File: src/rtl/wdt_pkg.sv
package wdt_pkg;

  localparam int SCALE_W = 4;

  localparam int OFF_CFG  = 'h00;
  localparam int OFF_CNT  = 'h08;
  localparam int OFF_SCL  = 'h10;
  localparam int OFF_FEED = 'h18;
  localparam int OFF_KEY  = 'h1C;
  localparam int OFF_CMP  = 'h20;

  localparam logic [31:0] KEY_WORD  = 32'h0051_F15E;
  localparam logic [31:0] FEED_WORD = 32'h0D09_F00D;

  localparam int B_RST_EN  = 8;
  localparam int B_ZERO    = 9;
  localparam int B_ALWAYS  = 12;
  localparam int B_AWAKE   = 13;
  localparam int B_PEND    = 28;

  typedef struct packed {
    logic               en_awake;
    logic               en_always;
    logic               zero_cmp;
    logic               rst_en;
    logic [SCALE_W-1:0] scale;
  } cfg_t;

  // Count shifted down by the scale, full width; caller truncates.
  function automatic logic [63:0] shift_down(input logic [63:0] c,
                                             input logic [SCALE_W-1:0] s);
    return c >> s;
  endfunction

  // Pack the configuration fields and pending flag into a read word.
  function automatic logic [31:0] cfg_word(input cfg_t c, input logic pend);
    logic [31:0] w;
    w = '0;
    w[SCALE_W-1:0] = c.scale;
    w[B_RST_EN]    = c.rst_en;
    w[B_ZERO]      = c.zero_cmp;
    w[B_ALWAYS]    = c.en_always;
    w[B_AWAKE]     = c.en_awake;
    w[B_PEND]      = pend;
    return w;
  endfunction

  // Unpack a write word into configuration fields.
  function automatic cfg_t cfg_fields(input logic [31:0] w);
    cfg_t c;
    c.scale     = w[SCALE_W-1:0];
    c.rst_en    = w[B_RST_EN];
    c.zero_cmp  = w[B_ZERO];
    c.en_always = w[B_ALWAYS];
    c.en_awake  = w[B_AWAKE];
    return c;
  endfunction

endpackage

File: src/rtl/wdt_keylock.sv
module wdt_keylock #(
  parameter int ADDR_W = 6
) (
  input  logic              clk,
  input  logic              rst_n,
  input  logic              req_write,
  input  logic [ADDR_W-1:0] req_addr,
  input  logic [31:0]       req_wdata,
  output logic              unlocked,
  output logic              wr_ok
);
  import wdt_pkg::*;

  logic is_key_addr;
  logic key_match;
  logic unl_q;

  assign is_key_addr = (req_addr == ADDR_W'(OFF_KEY));
  assign key_match   = is_key_addr && (req_wdata == KEY_WORD);

  // Every write re-arms or drops the lock; only a correct key re-arms it.
  always_ff @(posedge clk or negedge rst_n) begin
    if (!rst_n) begin
      unl_q <= 1'b0;
    end else if (req_write) begin
      unl_q <= key_match;
    end
  end

  assign unlocked = unl_q;
  assign wr_ok    = req_write && unl_q && !is_key_addr;

endmodule

File: src/rtl/wdt_counter.sv
module wdt_counter #(
  parameter int CNT_W   = 31,
  parameter int CMP_W   = 16,
  parameter int SCALE_W = 4
) (
  input  logic               clk,
  input  logic               rst_n,
  input  logic               tick,
  input  logic               run,
  input  logic               clr,
  input  logic               load,
  input  logic [CNT_W-1:0]   load_val,
  input  logic               zero_on_hit,
  input  logic [SCALE_W-1:0] scale,
  input  logic [CMP_W-1:0]   cmp,
  output logic [CNT_W-1:0]   cnt,
  output logic [CMP_W-1:0]   scaled,
  output logic               hit
);
  import wdt_pkg::*;

  logic [CNT_W-1:0] cnt_q;
  logic [63:0]      shifted;

  assign shifted = shift_down(64'(cnt_q), scale);
  assign scaled  = shifted[CMP_W-1:0];
  assign hit     = (scaled >= cmp);

  // Priority: feed clear, bus load, clear-on-match, tick increment.
  always_ff @(posedge clk or negedge rst_n) begin
    if (!rst_n) begin
      cnt_q <= '0;
    end else if (clr) begin
      cnt_q <= '0;
    end else if (load) begin
      cnt_q <= load_val;
    end else if (hit && zero_on_hit) begin
      cnt_q <= '0;
    end else if (tick && run) begin
      cnt_q <= cnt_q + 1'b1;
    end
  end

  assign cnt = cnt_q;

endmodule

File: src/rtl/wdt_ctrl.sv
module wdt_ctrl #(
  parameter int CMP_W = 16
) (
  input  logic             clk,
  input  logic             rst_n,
  input  logic             cfg_wr,
  input  wdt_pkg::cfg_t    cfg_in,
  input  logic             pend_in,
  input  logic             cmp_wr,
  input  logic [CMP_W-1:0] cmp_in,
  input  logic             hit,
  output wdt_pkg::cfg_t    cfg_q,
  output logic             pend_q,
  output logic [CMP_W-1:0] cmp_q,
  output logic             rst_pulse
);
  import wdt_pkg::*;

  logic pend_n;

  // A match in the same cycle overrides a software clear.
  assign pend_n = (cfg_wr ? pend_in : pend_q) | hit;

  always_ff @(posedge clk or negedge rst_n) begin
    if (!rst_n) begin
      cfg_q     <= '0;
      pend_q    <= 1'b0;
      cmp_q     <= '1;
      rst_pulse <= 1'b0;
    end else begin
      if (cfg_wr) cfg_q <= cfg_in;
      if (cmp_wr) cmp_q <= cmp_in;
      pend_q    <= pend_n;
      rst_pulse <= !pend_q && pend_n && cfg_q.rst_en;
    end
  end

endmodule

File: src/rtl/wdt_core.sv
module wdt_core #(
  parameter int ADDR_W = 6,
  parameter int CNT_W  = 31,
  parameter int CMP_W  = 16
) (
  input  logic              clk,
  input  logic              rst_n,
  input  logic              tick,
  input  logic              core_awake,
  input  logic              req_write,
  input  logic [ADDR_W-1:0] req_addr,
  input  logic [31:0]       req_wdata,
  output logic [31:0]       rsp_rdata,
  output logic              irq,
  output logic              wdog_rst
);
  import wdt_pkg::*;

  logic             unlocked;
  logic             wr_ok;
  logic             sel_cfg, sel_cnt, sel_scl, sel_feed, sel_key, sel_cmp;
  logic             cfg_wr, cmp_wr, cnt_wr, feed_ok;
  cfg_t             cfg_q;
  logic             pend_q;
  logic [CMP_W-1:0] cmp_q;
  logic [CNT_W-1:0] cnt_val;
  logic [CMP_W-1:0] scaled;
  logic             hit;
  logic             run;
  logic             clr_hit;

  assign sel_cfg  = (req_addr == ADDR_W'(OFF_CFG));
  assign sel_cnt  = (req_addr == ADDR_W'(OFF_CNT));
  assign sel_scl  = (req_addr == ADDR_W'(OFF_SCL));
  assign sel_feed = (req_addr == ADDR_W'(OFF_FEED));
  assign sel_key  = (req_addr == ADDR_W'(OFF_KEY));
  assign sel_cmp  = (req_addr == ADDR_W'(OFF_CMP));

  wdt_keylock #(.ADDR_W(ADDR_W)) u_lock (
    .clk       (clk),
    .rst_n     (rst_n),
    .req_write (req_write),
    .req_addr  (req_addr),
    .req_wdata (req_wdata),
    .unlocked  (unlocked),
    .wr_ok     (wr_ok)
  );

  assign cfg_wr  = wr_ok && sel_cfg;
  assign cmp_wr  = wr_ok && sel_cmp;
  assign cnt_wr  = wr_ok && sel_cnt;
  assign feed_ok = wr_ok && sel_feed && (req_wdata == FEED_WORD);

  wdt_ctrl #(.CMP_W(CMP_W)) u_ctrl (
    .clk       (clk),
    .rst_n     (rst_n),
    .cfg_wr    (cfg_wr),
    .cfg_in    (cfg_fields(req_wdata)),
    .pend_in   (req_wdata[B_PEND]),
    .cmp_wr    (cmp_wr),
    .cmp_in    (req_wdata[CMP_W-1:0]),
    .hit       (hit),
    .cfg_q     (cfg_q),
    .pend_q    (pend_q),
    .cmp_q     (cmp_q),
    .rst_pulse (wdog_rst)
  );

  assign run     = cfg_q.en_always || (cfg_q.en_awake && core_awake);
  assign clr_hit = hit && cfg_q.zero_cmp;

  wdt_counter #(.CNT_W(CNT_W), .CMP_W(CMP_W), .SCALE_W(SCALE_W)) u_cnt (
    .clk         (clk),
    .rst_n       (rst_n),
    .tick        (tick),
    .run         (run),
    .clr         (feed_ok),
    .load        (cnt_wr),
    .load_val    (req_wdata[CNT_W-1:0]),
    .zero_on_hit (cfg_q.zero_cmp),
    .scale       (cfg_q.scale),
    .cmp         (cmp_q),
    .cnt         (cnt_val),
    .scaled      (scaled),
    .hit         (hit)
  );

  always_comb begin
    rsp_rdata = '0;
    if (sel_cfg)  rsp_rdata = cfg_word(cfg_q, pend_q);
    if (sel_cnt)  rsp_rdata = 32'(cnt_val);
    if (sel_scl)  rsp_rdata = 32'(scaled);
    if (sel_key)  rsp_rdata = 32'(unlocked);
    if (sel_cmp)  rsp_rdata = 32'(cmp_q);
  end

  assign irq = pend_q;

endmodule

File: config.mk
export PLATFORM = sky130hd
export DESIGN_NAME = wdt_core
export DESIGN_NICKNAME = d
export VERILOG_FILES = /design/src/rtl/wdt_pkg.sv /design/src/rtl/wdt_keylock.sv /design/src/rtl/wdt_counter.sv /design/src/rtl/wdt_ctrl.sv /design/src/rtl/wdt_core.sv
export SDC_FILE = /design/constraint.sdc
export NUM_CORES = 1
export LEC_CHECK = 0
export ABC_AREA = 1
export BUFFER_PORTS_ARGS = -buffer_cell sky130_fd_sc_hd__buf_2
export CAP_MARGIN = 20
export CORE_AREA = 2 2 167 87
export CTS_BUF_LIST = sky130_fd_sc_hd__clkbuf_16
export CTS_CLUSTER_SIZE = 30
export DETAILED_ROUTE_END_ITERATION = 7
export DIE_AREA = 0 0 169 89
export PLACE_DENSITY_LB_ADDON = 0.1
export SYNTH_ARGS = -nofsm -noshare
export SYNTH_HDL_FRONTEND = slang
export SYNTH_HIERARCHICAL = 1
export SYNTH_SLANG_ARGS = --single-unit
File: constraint.sdc
create_clock -name clk -period 2.8 [get_ports clk]
set_input_delay 0.14 -clock clk [delete_from_list [all_inputs] [get_ports clk]]
set_output_delay 0.14 -clock clk [all_outputs]
set_load 0.03 [all_outputs]
==> impl_metrics.yaml, run 1 <==
sta:
  min_period_over_period: 1.15
  timing.slew.headroom: 0.335
  worst_slew_pin_slew_ps: 998
  hold_viol: 0
  slew_violations: 0
  tns_ps: -11450
  finalSetupViolCount: 34
  fin_hold_ws_ps: 58.9
  clock-skew-final_ps: 9.56
  final_period_minus_worst_setup_slack_ps: 3210
  postLayoutSetupSlackWorst_ps: -414
  rsz0062_at_grt: "yes"
  maxClockFrequency_mhz: 311
grt:
  first_global_vias: 7253
  top_usage_layer: "met2"
  globalRouteMet3Util: 0.0682
  groute.layer.met2.usage: 0.570
  grt_util_met1: 0.487
  grt_remaining_overflow: 0
  antenna_found_initial: 0
  grt_use_total: 0.353
  largest_net_degree_at_the_start_of_global_routing: 40
  grt_first_pass_wirelength_mm: 40.0
setup_path:
  rr_worst_depth: 18
  worstSetupStartpoint: "u_ctrl/cfg_q[0]"
  worstSetupStartpointType: "flop"
  regToRegEndpoint: "u_cnt/cnt[4]"
  worstSetupPathType: "reg2reg"
  critPathRequiredTime_ps: 3080
  worstSetupEndpoint: "u_cnt/cnt[4]"
  worst-endpoint-arrival_ps: 3500
  worst_r2r_startpoint: "u_ctrl/cfg_q[0]"
  r2r_slack_ps: -410
  critPathMaxFanout: 8
  cp_capture_type: "flop"
run:
  maxCapViolations: 0
floorplanning:
  design.core.area_mm2: 0.0134
  floorplan.rows: 30
  dieArea_mm2: 0.0150
  starting_utilization_of_the_core_area: 0.476
  chipWidth_um: 169
  die_y_um: 89
  design.portCount: 77
placement:
  port-buffer-count: 75
  place_congestion: 0.977
  place.detailed.hpwl_mm: 20.2
pwr:
  p_leak_nw: 4.72
  ir_worst_vdd_uv: 226
  report.power.total_mw: 2.26
  power_density_cells_mw_per_mm2: 252
run_status:
  failing_checks: "negative setup slack"
  status: "complete, but fails checks"
synthesis:
  syn_nets: 1136
  syn_inst: 1076
  synth_largest_type_area_fraction: 0.224
  postSynthAreaPerCell_um2: 5.95
  synth_sequential_area_ratio: 0.230
  ys_types: 43
  synth_area_mm2: 0.00640
  synthTopCellsByArea: "nand2_1 22%, dfrtp_1 16%, inv_1 8.0%"
  yosys_warnings: 6
  synth.largest_area_cell: "nand2_1"
  ys_seq_elements: 58
final_layout:
  fin_nets: 1307
  layout_common_cells: "340 x nand2_1, 133 x inv_1, 113 x buf_4"
  final_util: 0.666
  layout.cells.most_common: "nand2_1"
  area_growth_syn_to_layout_pct: 39.8
  n_antenna_cell: 0
  layout-drive-gt1-share: 0.336
detailed_routing:
  drt-wirelength-per-cell_um: 19.3
  drt-total-wl_mm: 27.6
  routed-via-count: 8036
  postRouteAntennaNets: 0
  first_drt_pass_iteration_count: 6
  via_per_instance_ratio: 5.63
  first_iter_violations: 879
  remaining_drc_errors: 0
clock_network:
  clkSinkCount: 58
  cts_bufs_inserted: 9
  h_tree_level_count: 3
  clkSlewWorstSetupHoldPaths_ps: 60
  clk_root_buffer_cell: "clkbuf_16"
  clock_latency_ps: 340
  tritoncts: "built"
  clk_path_buf_depth: 2
min_path:
  hp-class: "in2reg"
-- kinds of logic after synthesis --
group	count (synthesis)	share of synthesized area
AND/OR/NAND/NOR	651	0.466
buffers and inverters	203	0.132
AO/OA/AOI/OAI	118	0.0973
flip-flops	58	0.230
adder cells (fa/ha/maj)	17	0.0332
multiplexers	16	0.0250
XOR/XNOR	12	0.0164
other	1	0.000586
-- synthesized netlist by cell type --
library cell,number
nor2_1,60
dfrtp_1,42
a31oi_1,1
nor3b_1,2
nand2_2,3
inv_1,136
o22a_1,1
buf_4,11
nand2_1,382
nand3_1,100
nor2_2,11
xnor2_1,1
ha_1,17
nor2_4,15
o21ai_0,81
o21ai_1,3
a21oi_1,21
mux2i_1,16
buf_2,19
dfstp_2,16
conb_1,1
xor2_1,11
o211ai_1,7
inv_2,13
a21boi_0,1
nand3b_1,8
buf_8,1
nand3_2,2
nand2_4,2
nor4_1,1
nor3_1,14
clkinv_4,1
o21a_1,1
clkinv_1,2
a211oi_1,1
a21o_1,1
nor3_4,3
buf_1,4
clkbuf_2,1
nand4_1,40
nor3_2,6
clkbuf_1,15
or2_2,2
-- sequential cells by signal, indices dropped and copies added, names as in the netlist --
register,flops
u_cnt/cnt,31
u_lock/unlocked,1
u_ctrl/cmp_q,16
u_ctrl/cfg_q,8
u_ctrl/pend_q,1
u_ctrl/rst_pulse,1
-- cell type report --
type                    count  area [um2]
clock inverters             7         101
multi-input cells         815        4710
well taps                 176         220
flip-flops and latches     58        1470
inverters                 152         583
repair buffers            211        1640
clock buffers               9         225
fillers                  1264        4490
-- report_power, final --
group | switching, mW | total (mW) | internal (mW)
Clock | 0.467 | 1.25 | 0.787
Sequential | 0.00000000000277 | 0.839 | 0.839
Combinational | 0.120 | 0.165 | 0.0451
Total | 0.587 | 2.26 | 1.67
-- routing by layer --
layer | vias to the layer above | routed length [um]
met2 | 449 | 11800
met3 | 73 | 2810
met5 | - | 0
li1 | 3790 | -
met4 | 0 | 765
met1 | 3724 | 12200
-- worst min path at each step --
stage	start	end	slack, ps	cells past startpoint
2_1_floorplan	rst_n	u_cnt/cnt[0]	-160	0
3_3_place_gp	rst_n	u_cnt/cnt[18]	350	1
3_5_place_dp	rst_n	u_cnt/cnt[18]	340	1
4_1_cts	req_wdata[7]	u_ctrl/cmp_q[7]	50	3
5_1_grt	req_wdata[7]	u_ctrl/cmp_q[7]	80	3
6_report	req_wdata[7]	u_ctrl/cmp_q[7]	60	3
-- through the flow --
step                cell area (um2)  instances  setup slack [ps]
floorplan                      6400       1076              43.0
global placement               7740       1395              -556
detailed placement             7740       1395              -568
CTS                            8160       1416              -363
global route                   8950       1428              -510
finish                         8950       1428              -414
-- worst max-delay path, stage by stage (launching register included) --
cell and delay [ps]:
dfrtp_2 510, buf_12 190, buf_12 140, o21ai_4 170, mux2i_1 100, inv_1 130
nand2_1 110, a31oi_4 260, ha_4 250, a21oi_2 160, o21ai_1 100, a21oi_2 130
nand2_2 100, buf_6 140, a21oi_4 160, buf_6 150, clkbuf_16 170, nand3_1 70
nand2_1 80
-- what timing repair did --
| item | 4_1_cts | 5_1_grt |
|---|---|---|
| cloned | 1 | 8 |
| hold buffers | 1 | 0 |
| hold endpoints to repair | 19 | 0 |
| endpoints found under the setup margin | 35 | 37 |
| pin swaps | 0 | 46 |
| gates resized for setup | 25 | 173 |
| setup buffers | 3 | 7 |
No activity file was read; power rests on OpenSTA's default activity.
==> run 2, diff against run 1 <==
--- a/config.mk
+++ b/config.mk
@@ -6,7 +6,7 @@
 export NUM_CORES = 1
 export LEC_CHECK = 0
 export ABC_AREA = 1
-export BUFFER_PORTS_ARGS = -buffer_cell sky130_fd_sc_hd__buf_2
+export BUFFER_PORTS_ARGS = -buffer_cell sky130_fd_sc_hd__buf_4
 export CAP_MARGIN = 20
 export CORE_AREA = 2 2 167 87
 export CTS_BUF_LIST = sky130_fd_sc_hd__clkbuf_16
==> constraint.sdc (replaced) <==
create_clock -name clk -period 3.2 [get_ports clk]
set_input_delay 0.16 -clock clk [delete_from_list [all_inputs] [get_ports clk]]
set_output_delay 0.16 -clock clk [all_outputs]
set_load 0.03 [all_outputs]
==> run 2 against run 1 <==
The flow now finishes without violations. Via count fell by 1.8%. Largest cell class unchanged. Sequential power fell by 13%. Combinational power fell by 6%. Non-clock buffer count fell by 29. Maximum frequency rose by 0.56%. Total power fell by 16%. First-iteration DRC count rose by 20%. Cell count fell by 2.0%. Core utilization fell by 1.4 points. Clock skew fell by 1.7 ps. Final area fell by 2.2%. Sequential share of layout area rose by 0.36 points. Largest power group unchanged.
==> impl_metrics.yaml, run 2 (synthesized netlist as in run 1, its figures left out) <==
run_status:
  status: "finished, final reports clean"
min_path:
  holdPathEnd: "u_ctrl/cmp_q[6]"
  min_from: "req_wdata[6]"
  hp-class: "in2reg"
  min_delay_path_depth: 3
clock_network:
  clkSlewWorstSetupHoldPaths_ps: 60
  cts_bufs_inserted: 9
  clk_root_buffer_cell: "clkbuf_16"
  h_tree_level_count: 3
  tritoncts: "built"
  clock_latency_ps: 340
  clkSinkCount: 58
  clk_path_buf_depth: 2
placement:
  place.detailed.hpwl_mm: 19.7
  port-buffer-count: 75
  place_congestion: 0.988
  preCtsSetupSlack_ps: -102
setup_path:
  worst_path_most_repeated_cell: "nand2_1"
  worst-endpoint-arrival_ps: 3470
  critical_path.slowest_cell: "dfrtp_2"
  cp_capture_type: "flop"
  critPathBufInv: 7
  path_cells: "buf_12, o21ai_1, inv_1, nand2_1, o21ai_0, inv_1, nand2_1, o21ai_2, nor2_2, a31oi_2, buf_4, ha_4, a21oi_4, o21ai_2, a21oi_2, nand2_2, buf_6, a21oi_4, buf_12, clkbuf_16, nand3_1, nand2_1"
  worstSetupPathType: "reg2reg"
  cp_slowest_stage_delay_ps: 490
  rr_worst_depth: 22
  regToRegEndpoint: "u_cnt/cnt[24]"
  worstSetupStartpointType: "flop"
  worst_path_dominant_cell_family: "compound AO/OA/AOI/OAI gates"
  critPathRequiredTime_ps: 3470
  worst_r2r_startpoint: "u_ctrl/cfg_q[0]"
  critPathMaxFanout: 8
  r2r_slack_ps: 3
  critical_path_cell_count: 22
grt:
  grt_remaining_overflow: 0
  grt_first_pass_wirelength_mm: 38.9
  antenna_found_initial: 0
  grt_use_total: 0.342
  largest_net_degree_at_the_start_of_global_routing: 59
  first_global_vias: 7091
final_layout:
  n_antenna_cell: 0
  layout_common_cells: "364 x nand2_1, 164 x buf_4, 134 x inv_1"
  layout-drive-gt1-share: 0.293
  final_util: 0.652
  area_growth_syn_to_layout_pct: 36.8
  largest_register_ff_count: 31
  layout.cells.most_common: "nand2_1"
  fin_nets: 1278
sta:
  tns_ps: 0
  final_period_minus_worst_setup_slack_ps: 3200
  min_period_over_period: 0.999
  hold_viol: 0
  fin_hold_ws_ps: 70.7
  postLayoutSetupSlackWorst_ps: 3.31
  timing.slew.headroom: 0.446
  clock-skew-final_ps: 7.89
  slew_violations: 0
  finalSetupViolCount: 0
  rsz0062_at_grt: "yes"
  maxClockFrequency_mhz: 313
  worst_slew_pin_slew_ps: 831
detailed_routing:
  postRouteAntennaNets: 0
  routed-via-count: 7892
  via_per_instance_ratio: 5.64
  first_drt_pass_iteration_count: 6
  remaining_drc_errors: 0
  drt-total-wl_mm: 26.8
  first_iter_violations: 1059
  drt-wirelength-per-cell_um: 19.2
floorplanning:
  design.portCount: 77
  design.core.area_mm2: 0.0134
  starting_utilization_of_the_core_area: 0.476
  dieArea_mm2: 0.0150
  chipWidth_um: 169
  die_y_um: 89
  floorplan.rows: 30
pwr:
  seq_power_share: 0.386
  p_sw_frac: 0.268
  internal_power_mw: 1.39
  p_leak_nw: 4.51
  ir_worst_vdd_uv: 200
  switching_power_mw: 0.510
  power_density_cells_mw_per_mm2: 217
  combPwrFrac: 0.081
  power_frac_clock: 0.533
run:
  maxCapViolations: 0
-- run 2: cell types whose count changed in the layout (fill, tap and decap cells not counted), sizes merged --
cell,change
buf,-31
clkbuf,+2
clkinvlp,+2
bufinv,-1
clkinv,-1
-- run 2: worst max path at each step --
stage / from / slack (ps) / end
5_1_grt: u_ctrl/cfg_q[0] / -140 / u_cnt/cnt[0]
3_5_place_dp: u_ctrl/cfg_q[0] / -100 / u_cnt/cnt[19]
6_report: u_ctrl/cfg_q[0] / 3 / u_cnt/cnt[24]
3_3_place_gp: u_ctrl/cfg_q[0] / -60 / u_cnt/cnt[19]
2_1_floorplan: u_ctrl/cfg_q[0] / 440 / u_cnt/cnt[0]
4_1_cts: u_ctrl/cfg_q[0] / 20 / u_cnt/cnt[19]
-- run 2: per-layer routing --
| metal | part of all wire | global-route usage |
|---|---|---|
| met1 | 0.44 | 0.469 |
| met2 | 0.42 | 0.544 |
| met3 | 0.11 | 0.0868 |
| met4 | 0.024 | 0.0901 |
| met5 | 0.0013 | 0 |
-- run 2: timing repair --
item                       CTS  global route
resized for setup           12           146
pin swaps                    0            43
hold endpoints to repair    42             0
hold buffers                 1             0
gates cloned                 0             9
buffers inserted             0             5
setup endpoints to repair   31            33
-- run 2: layout make-up --
cell class	count	area, um2
Fill cell	1248	4680
Inverter	152	581
Clock buffer	9	225
Sequential cell	58	1470
Multi-Input combinational cell	815	4600
Clock inverter	7	77.6
Timing Repair Buffer	182	1590
Tap cell	176	220
-- run 2: power groups by stage --
stage	logic [mW]	clock network [mW]	registers, mW
after floorplan	0.0552	0	0.747
final	0.155	1.02	0.734
after global placement	0.150	0	0.747
after detailed placement	0.151	0	0.747
after CTS	0.153	1.02	0.734
after global routing	0.170	1.05	0.734
-- run 2: through the flow --
stage,area (um2),power (mW),std cells
3_3_place_gp,7670,0.897,1369
2_1_floorplan,6400,0.802,1076
5_1_grt,8760,1.96,1399
4_1_cts,8000,1.91,1386
6_report,8760,1.90,1399
3_5_place_dp,7670,0.898,1369
-- run 2: tightest hold or removal path, delay by kind of cell --
family          cells  cell delay, ps
compound gates      1              60
simple gates        1              50
buf+inv             1             100
==> run 3, diff against run 2 <==
--- a/config.mk
+++ b/config.mk
@@ -13,7 +13,7 @@
 export CTS_CLUSTER_SIZE = 30
 export DETAILED_ROUTE_END_ITERATION = 7
 export DIE_AREA = 0 0 169 89
-export PLACE_DENSITY_LB_ADDON = 0.1
+export PLACE_DENSITY = 0.71
 export SYNTH_ARGS = -nofsm -noshare
 export SYNTH_HDL_FRONTEND = slang
 export SYNTH_HIERARCHICAL = 1
==> run 3 against run 2 <==
The flow now finishes with violations (negative setup slack). Total power is 3.9% higher. Register-to-register slack worse by 40 ps. Combinational power is essentially flat. Cell count grew 0.64%. Global-route usage is 0.095 points higher. Critical path depth shrank 1. Highest routed layer is now met4.
==> impl_metrics.yaml, run 3 (synthesized netlist as in run 1, its figures left out) <==
setup_path:
  cp_capture_type: "flop"
  critPathMaxFanout: 8
  cp_slowest_stage_delay_ps: 470
  path_cells: "buf_12, clkinvlp_4, buf_6, nand2_1, nand3_1, o21ai_0, buf_4, o21ai_2, nand2_1, nand2_1, ha_1, a21oi_1, o21ai_0, a21oi_2, nand2_2, buf_6, a21oi_4, buf_6, clkbuf_16, nand3_1, nand2_1"
  worst-endpoint-arrival_ps: 3510
  worst_r2r_startpoint: "u_ctrl/cfg_q[0]"
  worst_path_most_repeated_cell: "nand2_1"
  worstSetupStartpointType: "flop"
  critical_path.slowest_cell: "dfrtp_2"
  worstSetupStartpoint: "u_ctrl/cfg_q[0]"
  critPathRequiredTime_ps: 3470
  worstSetupPathType: "reg2reg"
floorplanning:
  die_y_um: 89
  dieArea_mm2: 0.0150
  floorplan.rows: 30
  starting_utilization_of_the_core_area: 0.476
  design.core.area_mm2: 0.0134
  design.portCount: 77
  chipWidth_um: 169
sta:
  postLayoutSetupSlackWorst_ps: -34.7
  maxClockFrequency_mhz: 309
  worst_slew_pin_slew_ps: 801
  slew_violations: 0
  final_period_minus_worst_setup_slack_ps: 3230
  hold_viol: 0
  min_period_over_period: 1.01
  rsz0062_at_grt: "yes"
  finalSetupViolCount: 17
  clock-skew-final_ps: 7.61
  timing.slew.headroom: 0.466
min_path:
  min_from: "req_wdata[7]"
  hp-class: "in2reg"
run_status:
  failing_checks: "negative setup slack"
  status: "complete, but fails checks"
grt:
  largest_net_degree_at_the_start_of_global_routing: 59
  grt_first_pass_wirelength_mm: 39.0
  first_global_vias: 7125
  antenna_found_initial: 0
  grt_remaining_overflow: 0
  grt_use_total: 0.343
detailed_routing:
  routed-via-count: 7887
  remaining_drc_errors: 0
  via_per_instance_ratio: 5.60
  drt-total-wl_mm: 26.6
  first_iter_violations: 855
  first_drt_pass_iteration_count: 7
  drt-wirelength-per-cell_um: 18.9
  postRouteAntennaNets: 0
clock_network:
  clock_latency_ps: 340
  h_tree_level_count: 3
  clkSinkCount: 58
  clk_root_buffer_cell: "clkbuf_16"
  clkSlewWorstSetupHoldPaths_ps: 60
  cts_bufs_inserted: 9
  clk_path_buf_depth: 2
  tritoncts: "built"
final_layout:
  area_growth_syn_to_layout_pct: 35.3
  largest_register_ff_count: 31
  layout-drive-gt1-share: 0.290
  fin_nets: 1287
  layout_common_cells: "366 x nand2_1, 172 x buf_4, 134 x inv_1"
  final_cell_area_mm2: 0.00866
  n_antenna_cell: 0
  final_cell_count_no_fill: 1408
  layout.cells.most_common: "nand2_1"
  final_util: 0.645
pwr:
  power_density_cells_mw_per_mm2: 229
  p_leak_nw: 4.51
  report.power.total_mw: 1.98
  ir_worst_vdd_uv: 255
placement:
  placed_cells: 1377
  place.detailed.hpwl_mm: 19.8
  placement.cell_area_mm2: 0.00774
  port-buffer-count: 75
  place_congestion: 1.01
run:
  maxCapViolations: 0
## run 3: changes by cell type in the layout (fill, tap and decap cells not counted), sizes merged
cell / previous run / this run
buf: 173 / 186
clkbuf: 17 / 13
clkinv: 3 / 5
clkinvlp: 4 / 2
bufinv: 1 / 2
inv: 151 / 150
## run 3: through the flow
step	hold WS, ps	worst slack [ps]	TNS, ps
after floorplan	-136	443	0
after global placement	276	-151	-3640
after detailed placement	282	-197	-5140
after CTS	58.5	10.1	0
after global routing	82.4	-174	-4440
final	66.7	-34.7	-247
## run 3: timing repair
action	CTS	global route
pin swaps	0	56
resized for setup	10	125
hold endpoints to repair	42	0
hold buffers	1	0
endpoints found under the setup margin	31	33
gates cloned	0	6
buffers inserted	0	10
## run 3: routing by layer
metal | up-vias | GRT usage | routed length (um)
li1 | 3739 | - | -
met1 | 3610 | 0.456 | 11500
met2 | 481 | 0.550 | 11300
met3 | 57 | 0.0983 | 3190
met4 | 0 | 0.102 | 641
met5 | - | 0 | 0
## run 3: path summary, 6_finish.rpt
| kind | end | slack [ps] | cells after the start |
|---|---|---|---|
| max | u_cnt/cnt[3] | -30 | 21 |
| min | u_ctrl/cmp_q[7] | 70 | 3 |
| max reg2reg | u_cnt/cnt[3] | -30 | 21 |
| min reg2reg | u_ctrl/cmp_q[3] | 500 | 2 |
| max in group asynchronous | u_ctrl/cfg_q[0] | 2200 | 2 |
| min in group asynchronous | u_cnt/cnt[27] | 440 | 2 |
## run 3: area by class of cell
type                    count  area, um2
multi-input cells         815       4460
well taps                 176        220
repair buffers            191       1610
fillers                  1271       4780
flip-flops and latches     58       1470
inverters                 152        579
clock inverters             7        103
clock buffers               9        225
## run 3: report_power, final
group | internal [mW] | leakage [nW] | total, mW | switching, mW
Sequential | 0.735 | 0.749 | 0.735 | 0.00000000000261
Clock | 0.688 | 0.156 | 1.09 | 0.402
Combinational | 0.0533 | 3.60 | 0.155 | 0.102
## run 3: critical path, delay by kind of cell, from the launching register on
kind | cells | cell delay (ps)
compound gates | 6 | 750
fa+ha+maj | 1 | 320
flops | 1 | 470
buf+inv | 7 | 1080
simple gates | 7 | 560
